$ cat config.mk
export PLATFORM = sky130hd
export DESIGN_NAME = adc_frame_reader
export DESIGN_NICKNAME = d
export VERILOG_FILES = /design/src/rtl/afr_pkg.sv /design/src/rtl/afr_sck_gen.sv /design/src/rtl/afr_frame_decode.sv /design/src/rtl/afr_cfg_select.sv /design/src/rtl/afr_chan_track.sv /design/src/rtl/adc_frame_reader.sv
export SDC_FILE = /design/constraint.sdc
export NUM_CORES = 1
export LEC_CHECK = 0
export BUFFER_PORTS_ARGS = -buffer_cell sky130_fd_sc_hd__buf_2
export CORE_UTILIZATION = 51
export CTS_CLUSTER_DIAMETER = 50
export CTS_CLUSTER_SIZE = 30
export DETAILED_ROUTE_END_ITERATION = 16
export HOLD_SLACK_MARGIN = 0.12
export PLACE_DENSITY = 0.76
export SLEW_MARGIN = 20
export SYNTH_ARGS = -nofsm -noshare
export SYNTH_HDL_FRONTEND = slang
export SYNTH_SLANG_ARGS = --single-unit
$ cat constraint.sdc
create_clock -name clk -period 1.7 [get_ports clk]
set_input_delay 0.17 -clock clk [delete_from_list [all_inputs] [get_ports clk]]
set_output_delay 0.17 -clock clk [all_outputs]
set_load 0.02 [all_outputs]
$ cat src/rtl/afr_pkg.sv
package afr_pkg;

   // Frame format of the converter
   localparam int FRAME_W = 32;
   localparam int DATA_W  = 24;
   localparam int SUB_W   = 5;
   localparam int RES_W   = DATA_W + SUB_W;
   localparam int CAP_W   = RES_W + 1;   // sign bit plus result and sub-LSBs

   typedef enum logic [1:0] {
      ST_IDLE,
      ST_POLL,
      ST_SHIFT,
      ST_DONE
   } afr_state_e;

endpackage

$ cat src/rtl/afr_sck_gen.sv
module afr_sck_gen #(
   parameter int HALF = 2
) (
   input  logic clk,
   input  logic rst_n,
   input  logic run_i,
   output logic sck_o,
   output logic rise_o,
   output logic fall_o
);

   localparam int CW = $clog2(HALF + 1);

   logic [CW-1:0] ph_cnt;
   logic          ph_end;

   assign ph_end = run_i && (ph_cnt == CW'(HALF - 1));
   assign rise_o = ph_end && !sck_o;
   assign fall_o = ph_end && sck_o;

   always_ff @(posedge clk or negedge rst_n) begin
      if (!rst_n) begin
         ph_cnt <= '0;
         sck_o  <= 1'b0;
      end else if (!run_i) begin
         ph_cnt <= '0;
         sck_o  <= 1'b0;
      end else if (ph_end) begin
         ph_cnt <= '0;
         sck_o  <= ~sck_o;
      end else begin
         ph_cnt <= ph_cnt + 1'b1;
      end
   end

endmodule

$ cat src/rtl/afr_frame_decode.sv
module afr_frame_decode
   import afr_pkg::*;
#(
   parameter bit SATURATE = 1'b1
) (
   input  logic [CAP_W-1:0] cap_i,
   output logic [RES_W-1:0] data_o,
   output logic             ovr_o,
   output logic             unr_o
);

   localparam logic [RES_W-1:0] MAX_CODE = {1'b0, {(RES_W-1){1'b1}}};
   localparam logic [RES_W-1:0] MIN_CODE = {1'b1, {(RES_W-1){1'b0}}};

   logic             sgn;
   logic             top;
   logic [RES_W-1:0] raw;

   assign sgn = cap_i[CAP_W-1];
   assign top = cap_i[CAP_W-2];
   assign raw = {~sgn, cap_i[RES_W-2:0]};

   assign ovr_o = sgn & top;
   assign unr_o = ~sgn & ~top;

   generate
      if (SATURATE) begin : g_sat
         always_comb begin
            if (ovr_o)      data_o = MAX_CODE;
            else if (unr_o) data_o = MIN_CODE;
            else            data_o = raw;
         end
      end else begin : g_raw
         assign data_o = {top, cap_i[RES_W-2:0]};
      end
   endgenerate

endmodule

$ cat src/rtl/afr_cfg_select.sv
module afr_cfg_select #(
   parameter int CH_W  = 4,
   parameter int SPD_W = 4,
   parameter int DEPTH = 4,
   localparam int CFG_W = 2 + SPD_W + CH_W,
   localparam int IDX_W = $clog2(DEPTH + 1)
) (
   input  logic                  clk,
   input  logic                  rst_n,
   input  logic                  scan_en_i,
   input  logic [CFG_W-1:0]      cfg_i,
   input  logic [DEPTH*CH_W-1:0] list_i,
   input  logic [IDX_W-1:0]      len_i,
   input  logic                  advance_i,
   output logic [CFG_W-1:0]      word_o
);

   localparam int PTR_W = (DEPTH > 1) ? $clog2(DEPTH) : 1;

   logic [CH_W-1:0]  entry [DEPTH];
   logic [PTR_W-1:0] ptr;
   logic [IDX_W-1:0] nxt;
   logic             last;

   genvar gi;
   generate
      for (gi = 0; gi < DEPTH; gi++) begin : g_entry
         assign entry[gi] = list_i[gi*CH_W +: CH_W];
      end
   endgenerate

   assign nxt  = IDX_W'(ptr) + 1'b1;
   assign last = (nxt >= len_i) || (ptr == PTR_W'(DEPTH - 1));

   always_comb begin
      if (scan_en_i) word_o = {1'b1, cfg_i[CFG_W-2:CH_W], entry[ptr]};
      else           word_o = cfg_i;
   end

   always_ff @(posedge clk or negedge rst_n) begin
      if (!rst_n)          ptr <= '0;
      else if (!scan_en_i) ptr <= '0;
      else if (advance_i)  ptr <= last ? '0 : ptr + 1'b1;
   end

endmodule

$ cat src/rtl/afr_chan_track.sv
module afr_chan_track #(
   parameter int CH_W = 4
) (
   input  logic            clk,
   input  logic            rst_n,
   input  logic            update_i,
   input  logic            en_i,
   input  logic            dbl_i,
   input  logic [CH_W-1:0] ch_i,
   output logic [CH_W-1:0] tag_o
);

   logic [CH_W-1:0] cur_ch;
   logic [CH_W-1:0] prev_ch;
   logic            cur_dbl;

   // double-speed results lag by one conversion
   assign tag_o = cur_dbl ? prev_ch : cur_ch;

   always_ff @(posedge clk or negedge rst_n) begin
      if (!rst_n) begin
         cur_ch  <= '0;
         prev_ch <= '0;
         cur_dbl <= 1'b0;
      end else if (update_i) begin
         prev_ch <= cur_ch;
         if (en_i) begin
            cur_ch  <= ch_i;
            cur_dbl <= dbl_i;
         end
      end
   end

endmodule

$ cat src/rtl/adc_frame_reader.sv
module adc_frame_reader
   import afr_pkg::*;
#(
   parameter int CH_W       = 4,
   parameter int SPD_W      = 4,
   parameter int SCAN_DEPTH = 4,
   parameter int SCK_HALF   = 2,
   parameter bit SATURATE   = 1'b1,
   localparam int CFG_W     = 2 + SPD_W + CH_W,
   localparam int IDX_W     = $clog2(SCAN_DEPTH + 1)
) (
   input  logic                       clk,
   input  logic                       rst_n,
   input  logic                       start_i,
   input  logic                       scan_en_i,
   input  logic [CFG_W-1:0]           cfg_i,
   input  logic [SCAN_DEPTH*CH_W-1:0] scan_list_i,
   input  logic [IDX_W-1:0]           scan_len_i,
   output logic                       busy_o,
   output logic                       cs_n_o,
   output logic                       sck_o,
   output logic                       sdi_o,
   input  logic                       sdo_i,
   output logic                       res_valid_o,
   output logic [RES_W-1:0]           res_data_o,
   output logic                       res_ovr_o,
   output logic                       res_unr_o,
   output logic [CH_W-1:0]            res_chan_o
);

   localparam int BIT_W = $clog2(FRAME_W);

   generate
      if (SCK_HALF < 2) begin : g_bad_half
         $error("SCK_HALF must be at least 2");
      end
      if (CFG_W > FRAME_W) begin : g_bad_cfg
         $error("configuration word longer than the frame");
      end
      if (SCAN_DEPTH < 1) begin : g_bad_depth
         $error("SCAN_DEPTH must be at least 1");
      end
   endgenerate

   afr_state_e       state;
   logic [FRAME_W-1:0] tx_sr;
   logic [CAP_W-1:0] rx_sr;
   logic [BIT_W-1:0] bit_cnt;
   logic [CFG_W-1:0] word_sel;
   logic [CFG_W-1:0] word_q;
   logic             cs_n_q;
   logic             sck_rise;
   logic             sck_fall;
   logic             take;
   logic [RES_W-1:0] dec_data;
   logic             dec_ovr;
   logic             dec_unr;
   logic [CH_W-1:0]  tag;

   assign take   = (state == ST_IDLE) && start_i;
   assign busy_o = (state != ST_IDLE);
   assign cs_n_o = cs_n_q;
   assign sdi_o  = !cs_n_q && tx_sr[FRAME_W-1];

   afr_sck_gen #(.HALF(SCK_HALF)) u_sck (
      .clk    (clk),
      .rst_n  (rst_n),
      .run_i  (state == ST_SHIFT),
      .sck_o  (sck_o),
      .rise_o (sck_rise),
      .fall_o (sck_fall)
   );

   afr_cfg_select #(.CH_W(CH_W), .SPD_W(SPD_W), .DEPTH(SCAN_DEPTH)) u_sel (
      .clk       (clk),
      .rst_n     (rst_n),
      .scan_en_i (scan_en_i),
      .cfg_i     (cfg_i),
      .list_i    (scan_list_i),
      .len_i     (scan_len_i),
      .advance_i (take && scan_en_i),
      .word_o    (word_sel)
   );

   afr_frame_decode #(.SATURATE(SATURATE)) u_dec (
      .cap_i  (rx_sr),
      .data_o (dec_data),
      .ovr_o  (dec_ovr),
      .unr_o  (dec_unr)
   );

   afr_chan_track #(.CH_W(CH_W)) u_trk (
      .clk      (clk),
      .rst_n    (rst_n),
      .update_i (state == ST_DONE),
      .en_i     (word_q[CFG_W-1]),
      .dbl_i    (word_q[CFG_W-2]),
      .ch_i     (word_q[CH_W-1:0]),
      .tag_o    (tag)
   );

   always_ff @(posedge clk or negedge rst_n) begin
      if (!rst_n) begin
         state       <= ST_IDLE;
         cs_n_q      <= 1'b1;
         tx_sr       <= '0;
         rx_sr       <= '0;
         bit_cnt     <= '0;
         word_q      <= '0;
         res_valid_o <= 1'b0;
         res_data_o  <= '0;
         res_ovr_o   <= 1'b0;
         res_unr_o   <= 1'b0;
         res_chan_o  <= '0;
      end else begin
         res_valid_o <= 1'b0;
         unique case (state)
            ST_IDLE: begin
               if (start_i) begin
                  state   <= ST_POLL;
                  cs_n_q  <= 1'b0;
                  tx_sr   <= {word_sel, {(FRAME_W-CFG_W){1'b0}}};
                  word_q  <= word_sel;
                  bit_cnt <= '0;
               end
            end
            ST_POLL: begin
               if (!sdo_i) state <= ST_SHIFT;
            end
            ST_SHIFT: begin
               if (sck_rise) rx_sr <= {rx_sr[CAP_W-2:0], sdo_i};
               if (sck_fall) begin
                  tx_sr <= {tx_sr[FRAME_W-2:0], 1'b0};
                  if (bit_cnt == BIT_W'(FRAME_W - 1)) begin
                     state  <= ST_DONE;
                     cs_n_q <= 1'b1;
                  end else begin
                     bit_cnt <= bit_cnt + 1'b1;
                  end
               end
            end
            ST_DONE: begin
               res_valid_o <= 1'b1;
               res_data_o  <= dec_data;
               res_ovr_o   <= dec_ovr;
               res_unr_o   <= dec_unr;
               res_chan_o  <= tag;
               state       <= ST_IDLE;
            end
            default: state <= ST_IDLE;
         endcase
      end
   end

endmodule

==> impl_metrics.ini <==
[outcome]
status = complete, but fails checks
violations = design-rule violations

[synth]
synth_area_leaders = dfrtp_1 (55%), mux2_2 (12%), o21ai_0 (3.4%), o211ai_1 (3.0%), ha_1 (2.9%)
syn_nets = 436
ys_ff_latch = 104
netlist_area_mm2 = 0.00470
syn_inst = 391
seq_area_frac_synth = 0.554
syn_avg_cell_area_um2 = 12.0
synth-warning-count = 0
async_reset_ff_frac = 1.00
ys.flop_type = dfrtp_1
yosysTopAreaCellShare = 0.548
ys_types = 44
synth_top_area_cell = dfrtp_1
synth_edf_count = 0

[layout]
finalInstanceArea_mm2 = 0.00578
syn_to_final_growth_pct = 22.8
drive_gt1_frac = 0.392
antenna-diode-count = 0
nNetsFinal = 537
stdcell_count = 605

[floorplan]
pin_count = 74
fp.dieW_um = 98.0
dieArea_mm2 = 0.00961
initial_core_util = 0.534
core_mm2 = 0.00881
fp.dieH_um = 98.0
core.rowCount = 34

[worst_setup_path]
cp.arrival_ns = 1.93
end_kind = flop
r2r_setup_slack_ns = 0.03
required_ns = 1.96
crit_top_cell = a22o_1
cp_max_fo = 8
start_kind = flop
path_class = reg -> reg
cpPeakStageDelay_ns = 0.45
critical_path.slowest_cell = dfrtp_2
critical_path.cell_chain = inv_1 -> ha_2 -> nor2b_4 -> a21oi_2 -> buf_4 -> a22o_1 -> a22o_1

[clocking]
worstSkewPairLatency_ns = 0.37
cts-root-buf = clkbuf_8
clk_pin_slew_worst_paths_ns = 0.10
clk_path_buf_depth = 2
clock-sinks = 104
cts_tree = built
h-tree-depth = 3
numCtsBuffers = 9

[grt]
grt_pass1_vias = 3249
grt_max_degree = 39
grt.busiest_layer = met2
use_met1 = 0.269
overflow = 0
antenna_found_initial = 0
grt.met2_usage = 0.340
track_usage = 0.202
grt_pass1_wl_um = 15500
grt_util_met3 = 0.0344

[route]
drtIter0Drc = 107
wire_per_inst_um = 14.7
drt_first_pass_iters = 11
ant_nets = 0
finalWirelength_um = 8900
viasPerCell = 5.42
drc = 7
vias = 3281

[power]
power_frac_clock = 0.222
pwr_density_cell_mw_per_mm2 = 1380
p_int_uw = 5240
ir_drop_mv = 0.998
p_leak_uw = 0.00282
p_comb_frac = 0.366
netSwitchingFraction = 0.343
p_seq_frac = 0.413
p_switching_uw = 2740

[place]
placed_area_mm2 = 0.00533
place.gp.congestion = 0.791
dp_hpwl_um = 6000
port-buffer-count = 73
post-place-cells = 573

[sta]
maxSlewHeadroom = 0.532
rsz0062_at_grt = yes
finalCritPeriodShare = 0.982
hold_viol = 0
post-route-min-period_ns = 1.67
fin_hold_ws_ns = 0.149
fmax_mhz = 599
fin_skew_ns = 0.0161
fin_tns_setup_ns = 0
setup_viol = 0
worstMarginPinSlew_ns = 0.702
slew_viol_final = 0

[flow_run]
maxCapViolations = 0

[worst_hold_path]
hp-class = in -> reg
## power by group through the flow
| stage | Sequential (µW) | Combinational (µW) | Clock (µW) |
|---|---|---|---|
| final | 3290 | 2920 | 1770 |
| after global routing | 3360 | 3220 | 1930 |
| after floorplan | 3300 | 1820 | 0 |
| after global placement | 3300 | 2560 | 0 |
| after detailed placement | 3330 | 2650 | 0 |
| after CTS | 3290 | 2750 | 1820 |
## cell usage in the layout (no fill, tap or decap), types with 2 or more instances in the layout
master / n
dfrtp_1: 101
buf_2: 72
mux2_2: 48
o21ai_0: 31
buf_4: 29
inv_1: 27
nor2_1: 22
o211ai_1: 19
a21oi_1: 13
mux2i_1: 12
nand2_1: 11
maj3_1: 9
clkbuf_8: 9
dlygate4sd3_1: 9
nor2b_1: 7
ha_1: 6
and2_1: 5
o2bb2ai_1: 5
mux4_2: 3
mux2_1: 3
ha_2: 3
buf_6: 3
inv_2: 2
and3_1: 2
o21ai_1: 2
nor3_1: 2
a22o_1: 2
a21boi_0: 2
a31oi_1: 2
a41o_1: 2
ha_4: 2
inv_6: 2
bufinv_16: 2
buf_12: 2
dfrtp_2: 2
## cell families (layout without fill, tap and decap cells)
logic type      Yosys count  count (layout)  synth area share
compound gates           84              84             0.113
xor+xnor                  1               1           0.00186
flops                   104             104             0.554
buf+inv                  54             160            0.0497
fa+ha+maj                20              20            0.0484
mux                      68              68             0.170
simple gates             60              60            0.0638
## what timing repair did
item / in CTS / in global routing
endpoints found under the hold margin: 42 / 0
pin swaps: 1 / 1
resized for setup: 4 / 16
hold buffers: 9 / 0
gates cloned: 1 / 1
setup endpoints to repair: 37 / 48
buffers inserted: 2 / 5
## routing by layer
| layer | wire length [µm] | share of wire |
|---|---|---|
| met3 | 299 | 0.034 |
| met2 | 4260 | 0.48 |
| met4 | 105 | 0.012 |
| met5 | 0 | 0 |
| met1 | 4230 | 0.48 |
## cell usage after synthesis, types with 2 or more instances
cell       instances
nor3_1             3
a22o_1             2
o2bb2ai_1          5
mux2_2            49
nor2b_1            8
o21ai_0           32
a21oi_1           14
a31oi_1            2
and3_1             2
a21boi_0           2
buf_4              5
o21ai_1            2
mux4_2             3
nor2_1            22
mux2i_1           12
ha_1              11
and2_1             5
a41o_1             2
maj3_1             9
o211ai_1          19
nand2b_1           2
dfrtp_1          103
mux2_1             3
buf_1              2
inv_1             28
buf_2              4
clkbuf_1          13
nand2_1           11
## worst max-delay path, delay by kind of cell, from the launching register on
family | cells | cell delay, ns
AO/OA/AOI/OAI | 3 | 0.43
adder cells (fa/ha/maj) | 1 | 0.21
buffers and inverters | 2 | 0.29
flip-flops | 1 | 0.45
AND/OR/NAND/NOR | 1 | 0.18
## sequential cells by signal (all words and copies together), names as in the netlist
register	flops
u_sck.ph_cnt	2
cs_n_o	1
tx_sr	10
u_sck.sck_o	1
res_valid_o	1
res_ovr_o	1
u_sel.ptr	2
u_trk.prev_ch	4
word_q	6
bit_cnt	5
rx_sr	30
u_trk.cur_dbl	1
res_chan_o	4
res_unr_o	1
state	2
u_trk.cur_ch	4
res_data_o	29
## final timing paths
| check | cells past startpoint | startpoint | endpoint |
|---|---|---|---|
| max | 7 | state[1]$_DFFE_PN0P_ | bit_cnt[4]$_DFFE_PN0P_ |
| min | 3 | cfg_i[0] | word_q[0]$_DFFE_PN0P_ |
| max reg2reg | 7 | state[1]$_DFFE_PN0P_ | bit_cnt[4]$_DFFE_PN0P_ |
| min reg2reg | 1 | u_sck.ph_cnt[0]$_DFF_PN0_ | u_sck.ph_cnt[0]$_DFF_PN0_ |
| max in group asynchronous | 3 | rst_n | cs_n_o$_DFFE_PN1P_ |
| min in group asynchronous | 2 | rst_n | rx_sr[11]$_DFFE_PN0P_ |
## final cells by class
cell class / instances / area, µm²
inverter: 29 / 109
fill: 655 / 3030
clock inverter: 7 / 114
timing repair buffer: 115 / 742
sequential: 104 / 2610
clock buffer: 9 / 124
multi-input combinational: 233 / 1950
tap: 108 / 135
## through the flow
stage          total power [µW]  setup slack (ns)   util
3_5_place_dp               5980           -0.0439  0.605
3_3_place_gp               5870            0.0232  0.605
4_1_cts                    7860          -0.00105  0.648
6_report                   7980            0.0314  0.656
5_1_grt                    8500           -0.0548  0.656
2_1_floorplan              5120           0.00942      -
Note: power is estimated with default switching activity, not from simulation.
